### src/rtl/blu_pkg.sv
package blu_pkg;

  typedef enum logic [1:0] {
    EXC_NONE  = 2'd0,
    EXC_PRIV  = 2'd1,
    EXC_TLB   = 2'd2,
    EXC_STORE = 2'd3
  } excKind_e;

  typedef struct packed {
    logic     fire;
    logic     writeRd;
    logic     takeExc;
    excKind_e kind;
  } ctrlStrobe_t;

  localparam int          OPC_W    = 6;
  localparam int          EC_W     = 5;
  localparam logic [5:0]  OPC_LBU  = 6'b110000;
  localparam logic [4:0]  EC_PRIV  = 5'b00111;
  localparam logic [4:0]  EC_TLB   = 5'b10010;
  localparam logic [4:0]  EC_STORE = 5'b10000;

endpackage

### src/rtl/blu_ctrl.sv
module blu_ctrl
  import blu_pkg::*;
(
  input  logic               clk,
  input  logic               rstN,
  input  logic               valid,
  input  logic [OPC_W-1:0]   opcode,
  input  logic               eaBit,
  input  logic               paeOn,
  input  logic               eaAllowed,
  input  logic               tlbHit,
  input  logic               zoneBlock,
  input  logic               curUm,
  input  logic               curVm,
  output ctrlStrobe_t        strobe
);

  logic accept;
  logic privHit;
  logic missHit;
  logic storeHit;
  excKind_e kindSel;

  assign accept   = valid && (opcode == OPC_LBU);
  assign privHit  = eaBit && paeOn && !eaAllowed;
  assign missHit  = curVm && !tlbHit;
  assign storeHit = curVm && curUm && tlbHit && zoneBlock;

  // fixed arbitration: privileged, then translation miss, then storage
  always_comb begin
    if (privHit)       kindSel = EXC_PRIV;
    else if (missHit)  kindSel = EXC_TLB;
    else if (storeHit) kindSel = EXC_STORE;
    else               kindSel = EXC_NONE;
  end

  always_comb begin
    strobe.fire    = accept;
    strobe.kind    = accept ? kindSel : EXC_NONE;
    strobe.takeExc = accept && (kindSel != EXC_NONE);
    strobe.writeRd = accept && (kindSel == EXC_NONE);
  end

  p_exc_needs_fire_r1: assert property (@(posedge clk) disable iff (!rstN)
    (strobe.takeExc || strobe.writeRd) |-> (valid && opcode == OPC_LBU));

  p_store_gated_r8: assert property (@(posedge clk) disable iff (!rstN)
    (strobe.kind == EXC_STORE) |-> (curUm && curVm && tlbHit && !privHit));

  p_priv_wins_r9: assert property (@(posedge clk) disable iff (!rstN)
    (accept && eaBit && paeOn && !eaAllowed) |-> (strobe.kind == EXC_PRIV));

endmodule

### src/rtl/blu_datapath.sv
module blu_datapath
  import blu_pkg::*;
#(
  parameter int WORD_W    = 32,
  parameter int REG_IDX_W = 5
) (
  input  logic                  clk,
  input  logic                  rstN,
  input  ctrlStrobe_t           strobe,
  input  logic [REG_IDX_W-1:0]  rdSel,
  input  logic                  revBit,
  input  logic                  eaBit,
  input  logic [WORD_W-1:0]     opA,
  input  logic [WORD_W-1:0]     opB,
  input  logic [WORD_W-1:0]     memWord,
  input  logic                  endLittle,
  input  logic                  curUm,
  input  logic                  curVm,
  input  logic                  curUms,
  input  logic                  curVms,
  output logic [2*WORD_W-1:0]   memAddr,
  output logic                  done,
  output logic                  rdWe,
  output logic [REG_IDX_W-1:0]  rdIdx,
  output logic [WORD_W-1:0]     rdData,
  output logic                  excValid,
  output logic [EC_W-1:0]       excCode,
  output logic                  nxtUm,
  output logic                  nxtVm,
  output logic                  nxtUms,
  output logic                  nxtVms
);

  localparam int LANES  = WORD_W / 8;
  localparam int LANE_W = $clog2(LANES);

  logic [WORD_W-1:0] sumAddr;
  logic [LANE_W-1:0] lane;
  logic [LANE_W-1:0] wordLane;
  logic              bigEff;
  logic [7:0]        laneBytes [LANES];
  logic [7:0]        pickByte;
  logic [EC_W-1:0]   codeSel;

  assign sumAddr = opA + opB;
  assign memAddr = eaBit ? {opA, opB} : {{WORD_W{1'b0}}, sumAddr};

  assign lane     = memAddr[LANE_W-1:0];
  assign bigEff   = (endLittle == revBit);
  assign wordLane = bigEff ? LANE_W'(LANES - 1 - int'(lane)) : lane;

  for (genvar g = 0; g < LANES; g++) begin : g_lane
    assign laneBytes[g] = memWord[8*g +: 8];
  end

  assign pickByte = laneBytes[wordLane];

  always_comb begin
    unique case (strobe.kind)
      EXC_PRIV:  codeSel = EC_PRIV;
      EXC_TLB:   codeSel = EC_TLB;
      EXC_STORE: codeSel = EC_STORE;
      default:   codeSel = '0;
    endcase
  end

  always_ff @(posedge clk or negedge rstN) begin
    if (!rstN) begin
      done     <= 1'b0;
      rdWe     <= 1'b0;
      rdIdx    <= '0;
      rdData   <= '0;
      excValid <= 1'b0;
      excCode  <= '0;
      nxtUm    <= 1'b0;
      nxtVm    <= 1'b0;
      nxtUms   <= 1'b0;
      nxtVms   <= 1'b0;
    end else begin
      done     <= strobe.fire;
      rdWe     <= strobe.writeRd;
      excValid <= strobe.takeExc;
      if (strobe.fire) begin
        excCode <= codeSel;
        if (strobe.writeRd) begin
          rdIdx  <= rdSel;
          rdData <= {{(WORD_W-8){1'b0}}, pickByte};
        end
        if (strobe.takeExc) begin
          nxtUms <= curUm;
          nxtVms <= curVm;
          nxtUm  <= 1'b0;
          nxtVm  <= 1'b0;
        end else begin
          nxtUms <= curUms;
          nxtVms <= curVms;
          nxtUm  <= curUm;
          nxtVm  <= curVm;
        end
      end
    end
  end

  p_one_outcome_r5: assert property (@(posedge clk) disable iff (!rstN)
    done |-> (rdWe ^ excValid));

  p_done_after_fire_r5: assert property (@(posedge clk) disable iff (!rstN)
    done |-> $past(strobe.fire));

  p_upper_clear_r4: assert property (@(posedge clk) disable iff (!rstN)
    rdWe |-> (rdData[WORD_W-1:8] == '0));

  p_mode_cleared_r10: assert property (@(posedge clk) disable iff (!rstN)
    excValid |-> (!nxtUm && !nxtVm && nxtUms == $past(curUm) && nxtVms == $past(curVm)));

  p_code_nonzero_r9: assert property (@(posedge clk) disable iff (!rstN)
    excValid |-> (excCode != '0));

endmodule

### src/rtl/byte_load_unit.sv
module byte_load_unit
  import blu_pkg::*;
#(
  parameter int WORD_W    = 32,
  parameter int REG_IDX_W = 5
) (
  input  logic                  clk,
  input  logic                  rstN,
  input  logic                  valid,
  input  logic [31:0]           instr,
  input  logic [WORD_W-1:0]     opA,
  input  logic [WORD_W-1:0]     opB,
  input  logic [WORD_W-1:0]     memWord,
  input  logic                  tlbHit,
  input  logic                  zoneBlock,
  input  logic                  endLittle,
  input  logic                  paeOn,
  input  logic                  eaAllowed,
  input  logic                  curUm,
  input  logic                  curVm,
  input  logic                  curUms,
  input  logic                  curVms,
  output logic [2*WORD_W-1:0]   memAddr,
  output logic                  done,
  output logic                  rdWe,
  output logic [REG_IDX_W-1:0]  rdIdx,
  output logic [WORD_W-1:0]     rdData,
  output logic                  excValid,
  output logic [EC_W-1:0]       excCode,
  output logic                  nxtUm,
  output logic                  nxtVm,
  output logic                  nxtUms,
  output logic                  nxtVms
);

  ctrlStrobe_t strobe;
  logic [OPC_W-1:0] opcode;
  logic [REG_IDX_W-1:0] rdSel;
  logic revBit;
  logic eaBit;

  assign opcode = instr[31:26];
  assign rdSel  = instr[21 +: REG_IDX_W];
  assign revBit = instr[9];
  assign eaBit  = instr[7];

  blu_ctrl u_ctrl (
    .clk       (clk),
    .rstN      (rstN),
    .valid     (valid),
    .opcode    (opcode),
    .eaBit     (eaBit),
    .paeOn     (paeOn),
    .eaAllowed (eaAllowed),
    .tlbHit    (tlbHit),
    .zoneBlock (zoneBlock),
    .curUm     (curUm),
    .curVm     (curVm),
    .strobe    (strobe)
  );

  blu_datapath #(
    .WORD_W    (WORD_W),
    .REG_IDX_W (REG_IDX_W)
  ) u_dp (
    .clk       (clk),
    .rstN      (rstN),
    .strobe    (strobe),
    .rdSel     (rdSel),
    .revBit    (revBit),
    .eaBit     (eaBit),
    .opA       (opA),
    .opB       (opB),
    .memWord   (memWord),
    .endLittle (endLittle),
    .curUm     (curUm),
    .curVm     (curVm),
    .curUms    (curUms),
    .curVms    (curVms),
    .memAddr   (memAddr),
    .done      (done),
    .rdWe      (rdWe),
    .rdIdx     (rdIdx),
    .rdData    (rdData),
    .excValid  (excValid),
    .excCode   (excCode),
    .nxtUm     (nxtUm),
    .nxtVm     (nxtVm),
    .nxtUms    (nxtUms),
    .nxtVms    (nxtVms)
  );

endmodule

### config.mk
export PLATFORM = sky130hd
export DESIGN_NAME = byte_load_unit
export DESIGN_NICKNAME = d
export VERILOG_FILES = /design/src/rtl/blu_pkg.sv /design/src/rtl/blu_ctrl.sv /design/src/rtl/blu_datapath.sv /design/src/rtl/byte_load_unit.sv
export SDC_FILE = /design/constraint.sdc
export NUM_CORES = 1
export LEC_CHECK = 0
export BUFFER_PORTS_ARGS = -buffer_cell sky130_fd_sc_hd__buf_2
export CAP_MARGIN = 20
export CORE_AREA = 2 2 98 100
export DETAILED_ROUTE_END_ITERATION = 10
export DIE_AREA = 0 0 100 102
export GPL_TIMING_DRIVEN = 0
export PLACE_DENSITY = 0.83
export SLEW_MARGIN = 20
export SYNTH_ARGS = -nofsm -noshare
export SYNTH_HDL_FRONTEND = slang
export SYNTH_HIERARCHICAL = 1
export SYNTH_SLANG_ARGS = --single-unit
export TNS_END_PERCENT = 20
### constraint.sdc
create_clock -name clk -period 3.7 [get_ports clk]
set_clock_uncertainty 0.15 [all_clocks]
set_input_delay 0.185 -clock clk [delete_from_list [all_inputs] [get_ports clk]]
set_output_delay 0.185 -clock clk [all_outputs]
set_load 0.005 [all_outputs]
; Word level (Yosys, flattened, before mapping)
; Cells that the tools add are included.
[word_totals]
out_inout_bits = 113
elab_cells = 47
ff_bits = 25
in_bits = 140
[classes]
magnitude_cmp = 1
n_eq_ne = 5
n_reduce_logical = 14
n_bitwise = 1
addsub = 2
n_mux = 14
[op_table]
columns = operator, count
row1 = $mux 64, 1
row2 = $add 32x32->32, 1
row3 = $bmux 8 s2, 1
row4 = $mux 8, 2
row5 = $pmux 5 s3, 1
row6 = $mux 2, 5
row7 = $logic_and 1x1->1, 9
row8 = $eq 6x6->1 const B, 1
row9 = $eq 2x2->1 const B, 2
row10 = $mux 1, 4
row11 = $ge 3x3->1 const B, 1
row12 = $not 2->3, 1
row13 = $eq 2x1->1 const B, 1
row14 = $logic_not 1->1, 2
row15 = $logic_not 2->1, 1
row16 = $reduce_and 2->1, 1
row17 = $reduce_bool 2->1, 1
row18 = $sub 2x2->2 const A, 1
row19 = $eq 1x1->1, 1

; Longest topological paths before layout
; Gate-level depths: netlist of run 1.
[depth]
word_depth = 9
depth_mapped = 11
ltp_nobuf = 11

; Modules after synthesis
; Netlist of run 1, hierarchy kept.
[by_module_without_submodules]
columns = mod, seq_area_each_um2, cells_each, instances, area_each_um2
row1 = blu_datapath, 575.6, 441, 1, 3529.6
row2 = blu_ctrl, 0.0, 15, 1, 106.4

; Worst setup path after synthesis of run 1
; No wires, ideal clock.
[synth_timing]
path_kind = input -> output
startpoint = input port opA[0]
endpoint = output port memAddr[30]
arrival_time_ns = 2.603
n_path_buf = 0
required_time_ns = 3.365
path_stages = 11
setup_slack_ns = 0.762
path_cell_list = ha_1 > inv_1 > fa_1 > and2b_2 > o211ai_4 > a211oi_4 > a211oi_2 > nor4_4 > nor4_1 > or4_1 > a31oi_1
[synth_between]
elab_chain_len = 2
[synth_lines]
columns = element, line_no
row1 = from (decl), byte_load_unit.sv:11  ; input logic [WORD_W-1:0] opA,
row2 = $add 32x32->32, blu_datapath.sv:45  ; assign sumAddr = opA + opB;
row3 = $mux 64, blu_datapath.sv:46  ; assign memAddr = eaBit ? {opA, opB} : {{WORD_W{1'b0}}, sumAddr};
row4 = to (decl), byte_load_unit.sv:23  ; output logic [2*WORD_W-1:0] memAddr,
; Every way passes these cells.

; Worst setup path in the final report of run 1
; Ends and elaborated chain as after synthesis.

==> results of run 1 <==
stage by stage:
stage | cells | utilization | instance area (sq um) | worst slack (ns)
after floorplan | 480 | - | 3730 | 0.762
after global placement | 799 | 0.539 | 4910 | 0.294
after detailed placement | 799 | 0.539 | 4910 | 0.258
after CTS | 804 | 0.545 | 4960 | 0.242
after global routing | 805 | 0.546 | 4970 | 0.113
final | 805 | 0.546 | 4970 | 0.253
timing repair:
action	4_1_cts	5_1_grt
endpoints found under the setup margin	0	0
endpoints found under the hold margin	23	1
gates resized for setup	0	0
hold buffers	1	1
cell usage in the layout, fill, tap and decap left out, types with 6 or more instances in the layout:
| master | count |
|---|---|
| a21o_1 | 19 |
| a21oi_1 | 33 |
| and2_1 | 31 |
| buf_2 | 209 |
| buf_4 | 27 |
| clkbuf_1 | 20 |
| conb_1 | 25 |
| dfrtp_1 | 23 |
| ha_1 | 35 |
| inv_1 | 13 |
| mux2_2 | 17 |
| mux4_2 | 8 |
| nand2_1 | 53 |
| nand4_1 | 9 |
| nor2_1 | 24 |
| o21ai_0 | 38 |
| o31ai_1 | 6 |
| xnor2_1 | 15 |
| xor2_1 | 12 |
final cells by class:
cell class / instances / area share
Timing Repair Buffer: 210 / 0.213
Clock buffer: 3 / 0.00830
Inverter: 14 / 0.0106
Sequential cell: 23 / 0.116
Multi-Input combinational cell: 394 / 0.565
Tap cell: 111 / 0.0279
Buffer: 49 / 0.0576
Clock inverter: 1 / 0.00101
where the power goes:
group	internal, mW	switching (mW)
clock network	0.0748	0.0730
registers	0.260	0.00386
logic	0.312	0.333
final timing paths:
| kind | startpoint | end | slack, ns | cells past startpoint |
|---|---|---|---|---|
| setup reg to reg | u_dp/rdIdx[4]$_DFFE_PN0P_ | u_dp/rdIdx[4]$_DFFE_PN0P_ | 2.77 | 1 |
| setup / recovery | opA[0] | memAddr[30] | 0.25 | 13 |
| min in group asynchronous | rstN | u_dp/excCode[2]$_DFFE_PN0P_ | 0.26 | 2 |
| hold reg to reg | u_dp/excCode[1]$_DFFE_PN0P_ | u_dp/excCode[1]$_DFFE_PN0P_ | 0.35 | 1 |
| max in group asynchronous | rstN | u_dp/rdData[6]$_DFFE_PN0P_ | 2.80 | 2 |
| hold / removal | instr[21] | u_dp/rdIdx[0]$_DFFE_PN0P_ | 0.009 | 2 |
registers in the layout, indices dropped and copies added, names as in the netlist:
name,flops
u_dp/rdIdx,5
u_dp/excCode,3
u_dp/nxtUm,1
u_dp/rdWe,1
u_dp/nxtUms,1
u_dp/rdData,8
u_dp/excValid,1
u_dp/done,1
u_dp/nxtVm,1
u_dp/nxtVms,1
layer usage:
metal  vias to the layer above  global-route usage  part of all wire
met5                         -                   0                 0
met4                         0              0.0348            0.0083
met3                         6              0.0239             0.079
met2                       164               0.397              0.52
met1                      1796               0.230              0.40
li1                       2047                   -                 -
logic make-up (layout without fill, tap and decap cells):
logic type	count (synthesis)	in the layout	share of synthesized area
buf+inv	63	277	0.0933
mux	29	29	0.114
xor+xnor	28	28	0.0695
fa+ha+maj	36	36	0.126
flops	23	23	0.158
simple gates	146	146	0.209
compound gates	130	130	0.229
other cells	1	25	0.00103
==> flow_metrics.env, run 1 <==
export IMPL_syn_to_final_growth_pct=36.8
export IMPL_nets=871
export IMPL_grt_setup_unrepaired="no"
export IMPL_routed_wl_um=11200
export IMPL_hpwlAfterDp_um=9520
export IMPL_worst_pin_slew_ns=0.726
export IMPL_clkTransAtPathRegs_ns=0.08
export IMPL_max_slew_margin=0.515
export IMPL_crit_top_cell="buf_2"
export IMPL_period_share=0.932
export IMPL_crit_required_ns=3.37
export IMPL_synth_distinct_cells=59
export IMPL_die_area_sq_mm=0.0102
export IMPL_fp_dieH_um=102
export IMPL_gp_congestion=0.927
export IMPL_drcViolationCount=0
export IMPL_cp_top_family="simple AND/OR/NAND/NOR gates"
export IMPL_first_global_vias=3639
export IMPL_outcome="finished, final reports clean"
export IMPL_cts_root_buf="clkbuf_8"
export IMPL_cp_start_kind="primary input"
export IMPL_io_pins=253
export IMPL_synthCells=456
export IMPL_max_stage_delay_ns=0.50
export IMPL_synthTopCellsByCount="53 x nand2_1, 38 x o21ai_0, 35 x ha_1"
export IMPL_vias_per_cell=4.99
export IMPL_die_w_um=100
export IMPL_power_density_mw_per_mm2=213
export IMPL_final_max_slew_viol_count=0
export IMPL_power_leakage_nw=2.74
export IMPL_syn_cell_area_sq_mm=0.00364
export IMPL_synthFlopType="dfrtp_1"
export IMPL_std_cell_rows=35
export IMPL_dr_pass1_iters=4
export IMPL_yosysSeqAreaShare=0.158
export IMPL_htree_levels=1
export IMPL_wl_per_cell_um=13.9
export IMPL_cts_setup_buffers=0
export IMPL_yosysWarnings=6
export IMPL_core_sq_mm=0.00911
export IMPL_cts_buffers=3
export IMPL_drtIter0Drc=88
export IMPL_synth_edf_count=0
export IMPL_period_minus_slack_ns=3.45
export IMPL_arrival_ns=3.11
export IMPL_grt_usage=0.199
export IMPL_min_path_type="in2reg"
export IMPL_ys_top_cells_by_area="dfrtp_1 16%, ha_1 12%, buf_4 5.6%, nand2_1 5.5%, and2_1 5.3%"
export IMPL_postRouteAntennaNets=0
export IMPL_cap_violations=0
export IMPL_worstSetupPathType="in2out"
export IMPL_clock_path_buffers=2
export IMPL_num_antenna_cells=0
export IMPL_yosysTopAreaCell="dfrtp_1"
export IMPL_cts_sinks=23
export IMPL_synth_seq_cells=23
export IMPL_hold_viol=0
export IMPL_crit_chain="buf_2 > ha_1 > inv_1 > fa_1 > and2b_2 > o211ai_4 > a211oi_4 > a211oi_2 > nor4_4 > nor4_1 > or4_1 > a31oi_1 > buf_2"
export IMPL_grt_first_pass_wirelength_um=16500
export IMPL_cts_tree="built"
export IMPL_syn_area_per_cell_sq_um=7.97
export IMPL_worst_path_buf_inv=3
export IMPL_n_fill_cell=888
export IMPL_port_buffers=208
export IMPL_fmax_mhz=290
export IMPL_clkLatencyLatePin_ns=0.25
export IMPL_yosysMostFrequentCell="nand2_1"
export IMPL_route_vias_total=4013
export IMPL_slowest_stage="or4_1"
export IMPL_antenna_found_initial=0
export IMPL_netlist_area_leader_share=0.158
export IMPL_initial_core_util=0.399
export IMPL_grt_max_degree=24
export IMPL_multiInputGateArea_sq_mm=0.00281
export IMPL_ir_drop_mv=0.115
export IMPL_end_kind="output port"
export IMPL_total_power_mw=1.06
export IMPL_drive_above_1_share=0.409
export IMPL_fin_tns_setup_ns=0
export IMPL_setup_viol=0
export IMPL_async_flop_share=1.00
export IMPL_cp_max_fo=3
export IMPL_hold_ws_ns=0.00933
export IMPL_seq_area_sq_um=576
export IMPL_grt_overflow=0
Note: power is estimated with default switching activity, not from simulation.
==> run 2, diff against run 1 <==
Settings changed: CELL_PAD_IN_SITES_DETAIL_PLACEMENT set to 2, CELL_PAD_IN_SITES_GLOBAL_PLACEMENT set to 2, CORE_AREA 2 2 98 100 to not set, CORE_MARGIN set to 1.5, CORE_UTILIZATION set to 21, DIE_AREA 0 0 100 102 to not set, PLACE_DENSITY 0.83 to 0.86.
==> flow_metrics.env, run 2 (synthesis results as in run 1) <==
export IMPL_outcome="finished, final reports clean"
export IMPL_cap_violations=0
export IMPL_cp_max_fo=3
export IMPL_wl_per_cell_um=17.4
export IMPL_dpl_cell_area_sq_mm=0.00504
export IMPL_fp_dieH_um=135
export IMPL_largest_register_ff_count=8
export IMPL_grt_setup_unrepaired="no"
export IMPL_syn_to_final_growth_pct=41.1
export IMPL_total_power_mw=1.19
export IMPL_drcViolationCount=0
export IMPL_grt_max_degree=24
export IMPL_fin_tns_setup_ns=0
export IMPL_end_kind="output port"
export IMPL_htree_levels=1
export IMPL_cts_setup_buffers=0
export IMPL_nets=870
export IMPL_initial_core_util=0.217
export IMPL_period_share=0.955
export IMPL_worst_pin_slew_ns=0.850
export IMPL_core_sq_mm=0.0168
export IMPL_io_pins=253
export IMPL_rrSetupSlack_ns=2.72
export IMPL_preCtsSetupSlack_ns=0.0812
export IMPL_drive_above_1_share=0.408
export IMPL_n_fill_cell=2068
export IMPL_r2r_cells=1
export IMPL_fin_util=0.306
export IMPL_postRouteAntennaNets=0
export IMPL_grt_usage=0.173
export IMPL_fmax_mhz=283
export IMPL_antenna_found_initial=2
export IMPL_worstSetupPathType="in2out"
export IMPL_route_vias_total=4263
export IMPL_gp_congestion=0.815
export IMPL_crit_required_ns=3.37
export IMPL_cts_sinks=23
export IMPL_std_cell_rows=47
export IMPL_clkLatencyLatePin_ns=0.26
export IMPL_arrival_ns=3.20
export IMPL_final_cell_mix="209 x buf_2, 53 x nand2_1, 38 x o21ai_0"
export IMPL_grt_overflow=0
export IMPL_cts_resized=0
export IMPL_cts_buffers=3
export IMPL_vias_per_cell=4.67
export IMPL_hold_viol=0
export IMPL_max_slew_margin=0.431
export IMPL_final_cell_area_sq_mm=0.00513
export IMPL_dr_pass1_iters=4
export IMPL_ir_drop_mv=0.119
export IMPL_cts_tree="built"
export IMPL_cp_start_kind="primary input"
export IMPL_port_buffers=208
export IMPL_period_minus_slack_ns=3.54
export IMPL_finalNonFillerCells=913
export IMPL_final_common_cell="buf_2"
export IMPL_largest_register="u_dp/rdData"
export IMPL_hold_ws_ns=0.00485
export IMPL_setup_viol=0
export IMPL_clkTransAtPathRegs_ns=0.06
export IMPL_dp_cells=908
export IMPL_clock_path_buffers=2
export IMPL_first_global_vias=4609
export IMPL_cts_root_buf="clkbuf_16"
export IMPL_timing_final_ws_setup_ns=0.165
export IMPL_power_leakage_nw=2.75
export IMPL_holdPathStages=2
export IMPL_min_path_type="in2reg"
export IMPL_power_density_mw_per_mm2=232
export IMPL_die_w_um=135
export IMPL_reg_top3="u_dp/rdData: 8 flops, u_dp/rdIdx: 5 flops, u_dp/excCode: 3 flops"
export IMPL_hpwlAfterDp_um=13900
export IMPL_final_max_slew_viol_count=0
export IMPL_num_antenna_cells=0
export IMPL_routed_wl_um=15900
export IMPL_drtIter0Drc=71
export IMPL_die_area_sq_mm=0.0181
export IMPL_grt_first_pass_wirelength_um=24800
-- run 2: area by class of cell --
cell class / count / area [sq um] / area share
multi-input combinational: 394 / 2810 / 0.548
tap: 220 / 275 / 0.0536
timing repair buffer: 209 / 1050 / 0.205
sequential: 23 / 576 / 0.112
buffer: 49 / 287 / 0.0558
clock buffer: 4 / 78.8 / 0.0154
inverter: 14 / 52.6 / 0.0102
-- run 2: worst paths after layout --
kind / from / end
min in group asynchronous: rstN / u_dp/rdWe$_DFF_PN0_
worst max register to register: u_dp/rdData[1]$_DFFE_PN0P_ / u_dp/rdData[1]$_DFFE_PN0P_
worst min register to register: u_dp/rdData[2]$_DFFE_PN0P_ / u_dp/rdData[2]$_DFFE_PN0P_
max in group asynchronous: rstN / u_dp/rdIdx[4]$_DFFE_PN0P_
worst max-delay path: opA[0] / memAddr[30]
worst min-delay path: instr[23] / u_dp/rdIdx[2]$_DFFE_PN0P_
-- run 2: critical path: stages --
cell and delay [ns]:
buf_2 0.10, ha_1 0.23, inv_1 0.08, fa_1 0.44, and2b_2 0.28, o211ai_4 0.10, a211oi_4 0.30, a211oi_2 0.19
nor4_4 0.34, nor4_1 0.14, or4_1 0.51, a31oi_1 0.16, buf_2 0.15
-- run 2: repair_timing --
action,in CTS,in global routing
hold buffers,1,0
endpoints found under the hold margin,23,0
setup endpoints to repair,0,1
-- run 2: report_power, final --
part / total (mW) / switching [mW] / leakage (nW) / internal, mW
Combinational: 0.683 / 0.370 / 2.40 / 0.314
Sequential: 0.266 / 0.00552 / 0.312 / 0.261
Clock: 0.242 / 0.0947 / 0.0382 / 0.147
-- run 2: routing by layer --
layer / share of wire / track usage / vias to the layer above
li1: - / - / 2038
met1: 0.41 / 0.199 / 2048
met2: 0.51 / 0.332 / 160
met3: 0.067 / 0.0289 / 13
met4: 0.011 / 0.0394 / 4
met5: 0.0017 / 0 / -
==> run 3, diff against run 2 <==
Settings changed: BUFFER_PORTS_ARGS -buffer_cell sky130_fd_sc_hd__buf_2 to -buffer_cell sky130_fd_sc_hd__buf_4.
==> flow_metrics.env, run 3 (synthesis results as in run 1) <==
export IMPL_outcome="finished, final reports clean"
export IMPL_clkLatencyLatePin_ns=0.26
export IMPL_syn_to_final_growth_pct=55.4
export IMPL_worst_pin_slew_ns=0.832
export IMPL_core_sq_mm=0.0168
export IMPL_largest_register="u_dp/rdData"
export IMPL_arrival_ns=3.10
export IMPL_cp_start_kind="primary input"
export IMPL_cap_violations=0
export IMPL_std_cell_rows=47
export IMPL_n_fill_cell=1964
export IMPL_num_antenna_cells=0
export IMPL_htree_levels=1
export IMPL_port_buffers=208
export IMPL_io_pins=253
export IMPL_cts_root_buf="clkbuf_16"
export IMPL_cts_setup_buffers=0
export IMPL_die_w_um=135
export IMPL_grt_setup_unrepaired="no"
export IMPL_min_path_type="in2reg"
export IMPL_routed_wl_um=15500
export IMPL_r2r_end="u_dp/rdData[1]$_DFFE_PN0P_"
export IMPL_period_share=0.928
export IMPL_max_slew_margin=0.443
export IMPL_largest_register_ff_count=8
export IMPL_grt_max_degree=24
export IMPL_clkTransAtPathRegs_ns=0.06
export IMPL_clock_path_buffers=2
export IMPL_rrSetupSlack_ns=2.76
export IMPL_r2r_start="u_dp/rdData[1]$_DFFE_PN0P_"
export IMPL_drive_above_1_share=0.408
export IMPL_fp_dieH_um=135
export IMPL_first_global_vias=4588
export IMPL_ir_drop_mv=0.118
export IMPL_fmax_mhz=291
export IMPL_cts_tree="built"
export IMPL_wl_per_cell_um=17.0
export IMPL_startpoint="opA[0]"
export IMPL_gp_congestion=0.782
export IMPL_postRouteAntennaNets=0
export IMPL_cts_sinks=23
export IMPL_hpwlAfterDp_um=13600
export IMPL_finalNonFillerCells=913
export IMPL_crit_required_ns=3.37
export IMPL_final_cell_mix="235 x buf_4, 53 x nand2_1, 38 x o21ai_0"
export IMPL_dr_pass1_iters=4
export IMPL_final_common_cell="buf_4"
export IMPL_vias_per_cell=4.59
export IMPL_setup_viol=0
export IMPL_grt_overflow=0
export IMPL_grt_first_pass_wirelength_um=24100
export IMPL_initial_core_util=0.217
export IMPL_drcViolationCount=0
export IMPL_crit_end="memAddr[30]"
export IMPL_die_area_sq_mm=0.0181
export IMPL_cts_buffers=3
export IMPL_route_vias_total=4190
export IMPL_drtIter0Drc=83
export IMPL_power_density_mw_per_mm2=223
export IMPL_reg_top3="u_dp/rdData: 8 flops, u_dp/rdIdx: 5 flops, u_dp/excCode: 3 flops"
export IMPL_fin_tns_setup_ns=0
export IMPL_final_max_slew_viol_count=0
export IMPL_dp_cells=908
export IMPL_hold_viol=0
export IMPL_cts_resized=0
export IMPL_worstSetupPathType="in2out"
export IMPL_period_minus_slack_ns=3.43
export IMPL_end_kind="output port"
export IMPL_nets=870
export IMPL_antenna_found_initial=0
export IMPL_cp_max_fo=3
export IMPL_power_leakage_nw=2.89
export IMPL_grt_usage=0.168
export IMPL_r2r_cells=1
run 3: layer usage:
metal / up-vias / track usage / part of all wire
met5: - / 0 / 0
met4: 0 / 0.0364 / 0.010
met3: 7 / 0.0323 / 0.073
met2: 155 / 0.311 / 0.50
met1: 1990 / 0.200 / 0.42
li1: 2038 / - / -
run 3: worst min path at each step:
stage / slack, ns / to / depth (start not counted) / start
2_1_floorplan: -0.26 / u_dp/done$_DFF_PN0_ / 0 / rstN
3_3_place_gp: -0.05 / u_dp/rdWe$_DFF_PN0_ / 1 / rstN
3_5_place_dp: -0.05 / u_dp/rdWe$_DFF_PN0_ / 1 / rstN
4_1_cts: 0.006 / u_dp/rdIdx[1]$_DFFE_PN0P_ / 2 / instr[22]
5_1_grt: 0.01 / u_dp/rdIdx[2]$_DFFE_PN0P_ / 2 / instr[23]
6_report: 0.009 / u_dp/rdIdx[1]$_DFFE_PN0P_ / 2 / instr[22]
run 3: critical path: stages:
cell and delay (ns):
buf_4 0.09, ha_1 0.22, inv_1 0.08, fa_1 0.42, and2b_2 0.28, o211ai_4 0.11, a211oi_4 0.33, a211oi_2 0.19
nor4_4 0.23, nor4_1 0.14, or4_1 0.51, a31oi_1 0.18, buf_4 0.14
run 3: cell type report:
class / count / area (sq um) / area share
well taps: 220 / 275 / 0.0487
multi-input cells: 394 / 2810 / 0.497
clock buffers: 4 / 78.8 / 0.0139
plain buffers: 49 / 287 / 0.0507
flip-flops and latches: 23 / 576 / 0.102
repair buffers: 209 / 1570 / 0.278
inverters: 14 / 52.6 / 0.00930
run 3: power breakdown:
| group | internal (mW) | switching [mW] |
|---|---|---|
| Clock | 0.147 | 0.0899 |
| Combinational | 0.387 | 0.367 |
| Sequential | 0.261 | 0.00593 |
| Total | 0.795 | 0.463 |
run 3: repair_timing:
action                     in CTS  in global routing
hold endpoints to repair       23                  0
hold buffers                    1                  0
setup endpoints to repair       0                  1
run 3: per-stage QoR:
stage / hold slack, ns / power, mW / util / setup slack [ns] / area (sq um)
after floorplan: -0.261 / 0.683 / - / 0.762 / 3730
after global placement: -0.0518 / 1.01 / 0.332 / 0.111 / 5560
after detailed placement: -0.0488 / 1.03 / 0.332 / 0.107 / 5560
after CTS: 0.00607 / 1.28 / 0.337 / 0.0883 / 5650
after global routing: 0.0123 / 1.36 / 0.337 / 0.0334 / 5650
final: 0.00893 / 1.26 / 0.337 / 0.265 / 5650
